`config.mk`:
```
export PLATFORM = sky130hd
export DESIGN_NAME = shift_cx
export DESIGN_NICKNAME = d
export VERILOG_FILES = /design/src/rtl/shift_cx.sv
export SDC_FILE = /design/constraint.sdc
export NUM_CORES = 1
export LEC_CHECK = 0
export BUFFER_PORTS_ARGS = -buffer_cell sky130_fd_sc_hd__clkbuf_2
export CORE_ASPECT_RATIO = 0.75
export CORE_MARGIN = 10
export CORE_UTILIZATION = 40
export DETAILED_ROUTE_END_ITERATION = 8
export SYNTH_ARGS = -nofsm -noshare
export SYNTH_HDL_FRONTEND = slang
export SYNTH_SLANG_ARGS = --single-unit
```
`constraint.sdc`:
```
create_clock -name vclk -period 14.8
set_clock_uncertainty 0.2 [all_clocks]
set_input_delay 1.48 -clock vclk [all_inputs]
set_output_delay 1.48 -clock vclk [all_outputs]
set_load 0.02 [all_outputs]
```
`src/rtl/shift_cx.sv`:
```
module shift_cx #(
  parameter int WIDTH = 32,
  parameter int AMT_W = 8
) (
  input  logic [WIDTH-1:0] din,
  input  logic [AMT_W-1:0] amount,
  input  logic [1:0]       kind,
  input  logic             carry_in,
  output logic [WIDTH-1:0] result,
  output logic             flag_c,
  output logic             flag_x,
  output logic             flag_n,
  output logic             flag_z,
  output logic             flag_v
);
  localparam int SH_W = $clog2(WIDTH) + 1;
  localparam logic [1:0] K_LSL = 2'b00;
  localparam logic [1:0] K_LSR = 2'b01;
  localparam logic [1:0] K_ASR = 2'b10;

  logic [SH_W-1:0]  sh;
  logic [WIDTH-1:0] r_res;
  logic [WIDTH-1:0] tap;
  logic             r_c;
  int               n;

  assign sh = amount[SH_W-1:0];

  always_comb begin
    n     = int'(sh);
    r_res = din;
    r_c   = carry_in;
    tap   = '0;
    if (n != 0) begin
      case (kind)
        K_LSL: begin
          if (n < WIDTH) begin
            r_res = din << n;
            tap   = din >> (WIDTH - n);
            r_c   = tap[0];
          end else begin
            r_res = '0;
            r_c   = (n == WIDTH) ? din[0] : 1'b0;
          end
        end
        K_LSR: begin
          if (n < WIDTH) begin
            r_res = din >> n;
            tap   = din >> (n - 1);
            r_c   = tap[0];
          end else begin
            r_res = '0;
            r_c   = (n == WIDTH) ? din[WIDTH-1] : 1'b0;
          end
        end
        K_ASR: begin
          if (n < WIDTH) begin
            r_res = $signed(din) >>> n;
            tap   = din >> (n - 1);
            r_c   = tap[0];
          end else begin
            r_res = {WIDTH{din[WIDTH-1]}};
            r_c   = din[WIDTH-1];
          end
        end
        default: ;
      endcase
    end

    assert_zero_count_R2: assert (n != 0 || (r_res == din && r_c == carry_in));
    assert_reserved_R9: assert (kind != 2'b11 || (r_res == din && r_c == carry_in));
    assert_logic_wide_R5: assert (!((kind == K_LSL || kind == K_LSR) && n > WIDTH) || (r_res == '0 && !r_c));
    assert_logic_exact_R4: assert (!((kind == K_LSL || kind == K_LSR) && n == WIDTH) || r_res == '0);
    assert_asr_fill_R6: assert (!(kind == K_ASR && n >= WIDTH)
                                || ((r_res == '0 || r_res == '1) && r_c == din[WIDTH-1]));
  end

  assign result = r_res;
  assign flag_c = r_c;
  assign flag_x = r_c;
  assign flag_n = r_res[WIDTH-1];
  assign flag_z = (r_res == '0);
  assign flag_v = 1'b0;
endmodule

```
# Yosys cells after proc, flatten, opt, wreduce, memory -nomap -nowiden
# Index checks and enable logic that the tools add are counted.
# W data, S select, Z words.
totals:
  ff_bits: 0
  inputBits: 43
classes:
  add_sub_neg: 2
  order_cmp: 1
  n_eq_ne: 3
  shifts: 5
  n_mux: 12
  n_reduce_logical: 3
ops:
  columns: ["operator", "n"]
  rows:
  - ["$mux W32", 4]
  - ["$pmux W32 S3", 1]
  - ["$shr A32 B32 Y1", 2]
  - ["$logic_not A32 Y1", 1]
  - ["$shl A32 B6 Y32", 1]
  - ["$shr A32 B6 Y32", 1]
  - ["$sshr A32 B6 Y32", 1]
  - ["$sub A6 B1 Y7 const B", 1]
  - ["$sub A6 B6 Y7 const A", 1]
  - ["$eq A6 B6 Y1 const B", 1]
  - ["$lt A6 B6 Y1 const B", 1]
  - ["$mux W1", 6]
  - ["$reduce_bool A6 Y1", 1]
  - ["$pmux W1 S3", 1]
  - ["$eq A2 B1 Y1 const B", 1]
  - ["$eq A2 B2 Y1 const B", 1]
  - ["$logic_not A2 Y1", 1]

# Depth between registers and ports, before layout
# Gate-level depths: netlist (run 1).
depth:
  word_depth: 5
  mapped_depth: 19
  depth_no_buf: 11

# Worst setup path before layout (run 1)
# No wires, ideal clock.
synth_path:
  kind: "input -> output"
  from: "input port amount[0]"
  to: "output port flag_z"
  t_arrival_ps: 5706
  required_time_ps: 13120
  slack_ps: 7414
  stages: 17
  path_cell_list: "buf_4 buf_2 inv_1 buf_2 buf_1 buf_2 ha_1 buf_2 or3b_1 clkbuf_1 o21ai_2 o31ai_1 or3_1 or4_1 nor4b_2 nand4_1 nor4_2"
synth_between:
  elab_chain_len: 5
  word_cells_on_any_way: 11
  cone_classes: "1 x order compare; 3 x shift; 5 x mux; 2 x reduce/logical"
synth_rtl:
  columns: ["element", "line_no", "text"]
  rows:
  - ["start: declaration", "6", "input logic [AMT_W-1:0] amount,"]
  - ["$sshr A32 B6 Y32, or another cell as far along", "58", "r_res = $signed(din) >>> n;"]
  - ["$mux W32 (on tied branches)", "57, 37, 47", null]
  - ["$pmux W32 S3", "35", "case (kind)"]
  - ["$mux W32 (*)", "34", "if (n != 0) begin"]
  - ["via result[4]", "9", "output logic [WIDTH-1:0] result,"]
  - ["$logic_not A32 Y1 (*)", "82", "assign flag_z = (r_res == '0);"]
  - ["end: declaration", "13", "output logic flag_z,"]
# Mark *: on every way through the listed nets, which the timed path passes. The rest lies on a longest branch.

# Worst setup path after layout (run 1)
layout_path:
  from: "input port amount[1]"
  to: "output port flag_z"
layout_between:
  elab_chain_len: 5
  word_cells_on_any_way: 11
  cone_classes: "1 x order compare; 3 x shift; 5 x mux; 2 x reduce/logical"
layout_rtl:
  columns: ["element", "line_no"]
  rows:
  - ["$sshr A32 B6 Y32, or another cell as far along", "58"]
  - ["$mux W32 (on tied branches)", "57, 37, 47"]
  - ["$pmux W32 S3", "35"]
  - ["$mux W32 (*)", "34"]
  - ["$logic_not A32 Y1 (*)", "82"]
# Every way passes the cells marked *; elsewhere a longest branch is shown, timed or not.

==> results.toml, run 1 <==
[synthesis]
synthDominantCellAreaShare_pct = 16.4
synth_cell_types = 74
yosys.area.top_type = "mux4_2"
synth_fp_nets = 878
synth_commonest_cells = "nand2_1, nor2_1, clkbuf_1"
seq_area_frac_synth_pct = 0
yosys_warnings = 0
synth.area.top_cells = "mux4_2, mux2i_1, mux2_2"
syn_avg_cell_area_sq_um = 7.09
yosysMostFrequentCell = "nand2_1"
syn_area_sq_um = 5910
synthCells = 834

[die]
ios = 80
num_rows = 38
placeableCoreArea_sq_um = 14500
start_util_pct = 40.9
fp.dieW_microns = 160
fp.dieH_microns = 125
dieArea_sq_um = 20100

[grt]
grt_usage_pct = 32.5
grt_pass1_wl_microns = 50900
grt_pass1_vias = 7181
gr-total-overflow = 0
grt_max_degree = 66
antenna_found_initial = 0

[cells_and_area]
clkbuf_count = 0
insertedDiodeCount = 0
design.seq.count = 0
syn_to_final_growth_pct = 5.21
final_util_pct = 43.0
fill_cells = 1602
fin_nets = 866
seq_area_sq_um = 0
drive_gt1_share_pct = 25.1

[routing]
drtAntennaViolNets = 0
drc = 0
wire_per_inst_microns = 34.0
first_iter_violations = 1420
drtPass1Iterations = 6
drt_wl_total_microns = 34700
viasPerCell = 7.60
vias = 7757

[min_path]
min_to = "flag_x"
hp-class = "in2out"
holdPathStages = 4
min_from = "carry_in"

[critical_path]
startpoint_type = "primary input"
slowest_delay_ns = 0.64
arrival_ns = 6.23
cp_max_fo = 59
cp_data_required_time_ns = 13.12
end_kind = "output port"
cp_slowest_cell = "inv_1"
worstPathCellList = "buf_4 > inv_1 > ha_1 > or3b_1 > o21ai_2 > buf_4 > nor2_1 > a22oi_1 > o21ai_1 > or4_1 > nor4b_2 > nand4_1 > nor4_2 > clkbuf_2"
crit_top_cell = "buf_4"
setup.worst_path.class = "in2out"

[clock_network]
ctsResizeCount = 0
cts_setup_buffers = 0
ctsHoldBuffers = 0

[timing]
tns_ns = 0
rsz0062_at_grt = "no"
finalHoldViolations = 0
max_slew.worst_pin.slew_ns = 1.18
fmax_ghz = 0.126
period_needed_ns = 7.91
maxSlewHeadroom_pct = 20.7
fin_crit_sh_pct = 53.5
slew_violations = 0
setup_viol = 0

[pwr]
peakVddDrop_mv = 0.0245
power.leakage_nw = 2.28
p_total_mw = 0.284
pwr_density_cell_nw_per_um2 = 45.7

[outcome]
status = "complete, no violations"

[place]
portBuffers = 77
gp_congestion = 1.07
hpwlAfterDp_microns = 25200

[job]
drv_cap = 0
-- through the flow --
step                hold WS, ns  area (sq um)  std cells  worst slack [ns]
floorplan                  2.94          5910        834              7.41
global placement           3.13          6220       1020              7.04
detailed placement         3.15          6220       1020              7.05
CTS                        3.15          6220       1020              7.05
global route               3.23          6220       1020              6.77
finish                     3.15          6220       1020              6.89
-- logic make-up (layout without fill, tap and decap cells) --
logic type,Yosys count,in the layout,synth area share [%]
AND/OR/NAND/NOR,284,284,22.9
AO/OA/AOI/OAI,268,268,30.9
multiplexers,152,152,36.1
buffers and inverters,125,111,9.33
XOR/XNOR,3,3,0.444
adder cells (fa/ha/maj),1,1,0.212
other,1,1,0.0634
-- layer usage --
metal  vias to the layer above  global-route usage [%]  routed length, microns
met2                       685                    46.0                   14000
met3                       101                    9.93                    5400
met5                         -                       0                       0
li1                       3215                       -                       -
met1                      3756                    45.9                   13800
met4                         0                    9.64                    1440
-- cell usage in the layout (no fill, tap or decap), drive strengths merged, types with 4 or more instances in the layout --
cell type and n:
a31oi 18, o221ai 10, mux2 50, nand2 87
a22oi 8, a211oi 18, or2 5, a22o 5
o21a 4, inv 11, mux4 43, a221oi 10
nor4 8, clkbuf 74, o211ai 12, nand3 22
a211o 7, or3 5, nor2 79, nand4 4
and2 6, o22ai 28, nand3b 7, a21oi 42
mux2i 59, o31ai 5, nor3 27, buf 26
nand2b 10, o32ai 5, o311ai 5, o21ai 57
o32a 4, nor2b 10
-- worst max-delay path, delay by kind of cell --
family | cells | cell delay [ns]
simple gates | 6 | 2.11
buf+inv | 4 | 1.55
compound gates | 3 | 0.57
fa+ha+maj | 1 | 0.47
-- where the power goes --
group / leakage [nW] / internal (mW) / switching, mW
Combinational: 2.28 / 0.0950 / 0.189
Clock: 0 / 0 / 0
Sequential: 0 / 0 / 0
-- area by class of cell --
| class | count | area, sq um | area share [%] |
|---|---|---|---|
| inverters | 11 | 41.3 | 0.664 |
| multi-input cells | 709 | 5370 | 86.3 |
| well taps | 200 | 250 | 4.02 |
| repair buffers | 100 | 563 | 9.05 |
-- worst max path at each step --
stage	startpoint	end	slack (ns)	depth (start not counted)
after floorplan	amount[0]	flag_z	7.41	17
after global placement	amount[1]	flag_z	7.04	14
after detailed placement	amount[1]	flag_z	7.05	14
after CTS	amount[1]	flag_z	7.05	14
after global routing	amount[1]	flag_z	6.77	14
final	amount[1]	flag_z	6.89	14
Power figures use the tool's default switching activity.
==> inputs of run 2 (changes only) <==
==> constraint.sdc (replaced) <==
create_clock -name vclk -period 7.36
set_clock_uncertainty 0.2 [all_clocks]
set_input_delay 0.736 -clock vclk [all_inputs]
set_output_delay 0.736 -clock vclk [all_outputs]
set_load 0.02 [all_outputs]
==> results.toml, run 2 (synthesis results as in run 1) <==
[grt]
grt_usage_pct = 31.3
grt_pass1_wl_microns = 49700
gr-total-overflow = 0
antenna_found_initial = 0
grt_max_degree = 57
grt_pass1_vias = 7327

[pwr]
pwr_density_cell_nw_per_um2 = 91.0
p_sw_share_pct = 66.3
combPwrFrac_pct = 100.0
pwr-share-seq_pct = 0
peakVddDrop_mv = 0.0511
pwr-share-clk_pct = 0
p_sw_mw = 0.377
power.leakage_nw = 2.30
intPower_mw = 0.192
p_total_mw = 0.569

[timing]
period_needed_ns = 6.09
setup_viol = 0
max_slew.worst_pin.slew_ns = 1.00
fin_crit_sh_pct = 82.8
maxSlewHeadroom_pct = 33.0
hold-worst-slack_ns = 1.65
slew_violations = 0
rsz0062_at_grt = "no"
finalHoldViolations = 0
tns_ns = 0
fmax_ghz = 0.164

[clock_network]
ctsResizeCount = 0
ctsHoldBuffers = 0
cts_setup_buffers = 0

[place]
portBuffers = 77
gp_congestion = 1.12
hpwlAfterDp_microns = 24800

[cells_and_area]
fin_nets = 870
drive_gt1_share_pct = 25.5
final_cell_mix = "nand2_1, nor2_1, clkbuf_2, mux2i_1, o21ai_0"
clkbuf_count = 0
insertedDiodeCount = 0
design.seq.count = 0
final_common_cell = "nand2_1"
seq_area_sq_um = 0
final_util_pct = 43.3
syn_to_final_growth_pct = 5.73

[critical_path]
arrival_ns = 5.16
setup.worst_path.class = "in2out"
cp_max_fo = 56
startpoint_type = "primary input"
crit_start = "amount[1]"
cp_data_required_time_ns = 6.42
end_kind = "output port"

[routing]
wire_per_inst_microns = 33.0
drc = 0
drt_wl_total_microns = 33700
viasPerCell = 7.75
drtAntennaViolNets = 0
first_iter_violations = 1619
vias = 7931
drtPass1Iterations = 6

[die]
fp.dieH_microns = 125
ios = 80
dieArea_sq_um = 20100
start_util_pct = 40.9
num_rows = 38
fp.dieW_microns = 160
placeableCoreArea_sq_um = 14500

[min_path]
hp-class = "in2out"
min_to = "flag_x"
min_from = "carry_in"
holdPathStages = 4

[outcome]
status = "complete, no violations"

[job]
drv_cap = 0
run 2: cell count changes in the layout (fill, tap and decap cells not counted):
cell and delta:
buf_4 +4, nor3_1 +1, nor3_2 -1, nor4b_1 -1, nor4b_2 +1
run 2: per-stage QoR:
stage               cells  worst slack (ns)  cell area, sq um
floorplan             834              1.46              5910
global route         1024              1.06              6250
detailed placement   1024              1.43              6250
finish               1024              1.27              6250
global placement     1024              1.41              6250
CTS                  1024              1.41              6250
run 2: cell type report:
type                       instances  area [sq um]
fill                            1566          8200
multi-input combinational        709          5370
timing repair buffer             104           593
tap                              200           250
inverter                          11          41.3
run 2: how the worst max path moves through the flow:
stage / end / slack (ns) / depth (start not counted)
2_1_floorplan: flag_z / 1.46 / 17
5_1_grt: flag_z / 1.06 / 12
4_1_cts: flag_z / 1.41 / 12
6_report: flag_z / 1.27 / 12
3_5_place_dp: flag_z / 1.43 / 12
3_3_place_gp: flag_z / 1.41 / 12
run 2: worst max-delay path, cell delays in order:
cell and delay (ns):
buf_4 0.50, buf_4 0.71, mux2_2 0.47, a222oi_1 0.62, mux2i_1 0.31, nand3b_1 0.15, o221ai_1 0.15, or4_1 0.55
nor4_2 0.30, nand4_1 0.16, nor4_2 0.25, clkbuf_2 0.20
run 2: power by group through the flow:
stage / logic [mW] / clock network (mW) / registers, mW
2_1_floorplan: 0.364 / 0 / 0
3_3_place_gp: 0.544 / 0 / 0
3_5_place_dp: 0.538 / 0 / 0
4_1_cts: 0.540 / 0 / 0
5_1_grt: 0.585 / 0 / 0
6_report: 0.569 / 0 / 0
run 2: routing by layer:
metal,routed length (microns),part of all wire (%),vias up,global-route usage [%]
met5,0,0,-,0
met4,1890,5.6,0,12.6
met3,5360,16,163,9.15
met2,13300,39,812,44.1
met1,13200,39,3729,43.5
li1,-,-,3227,-
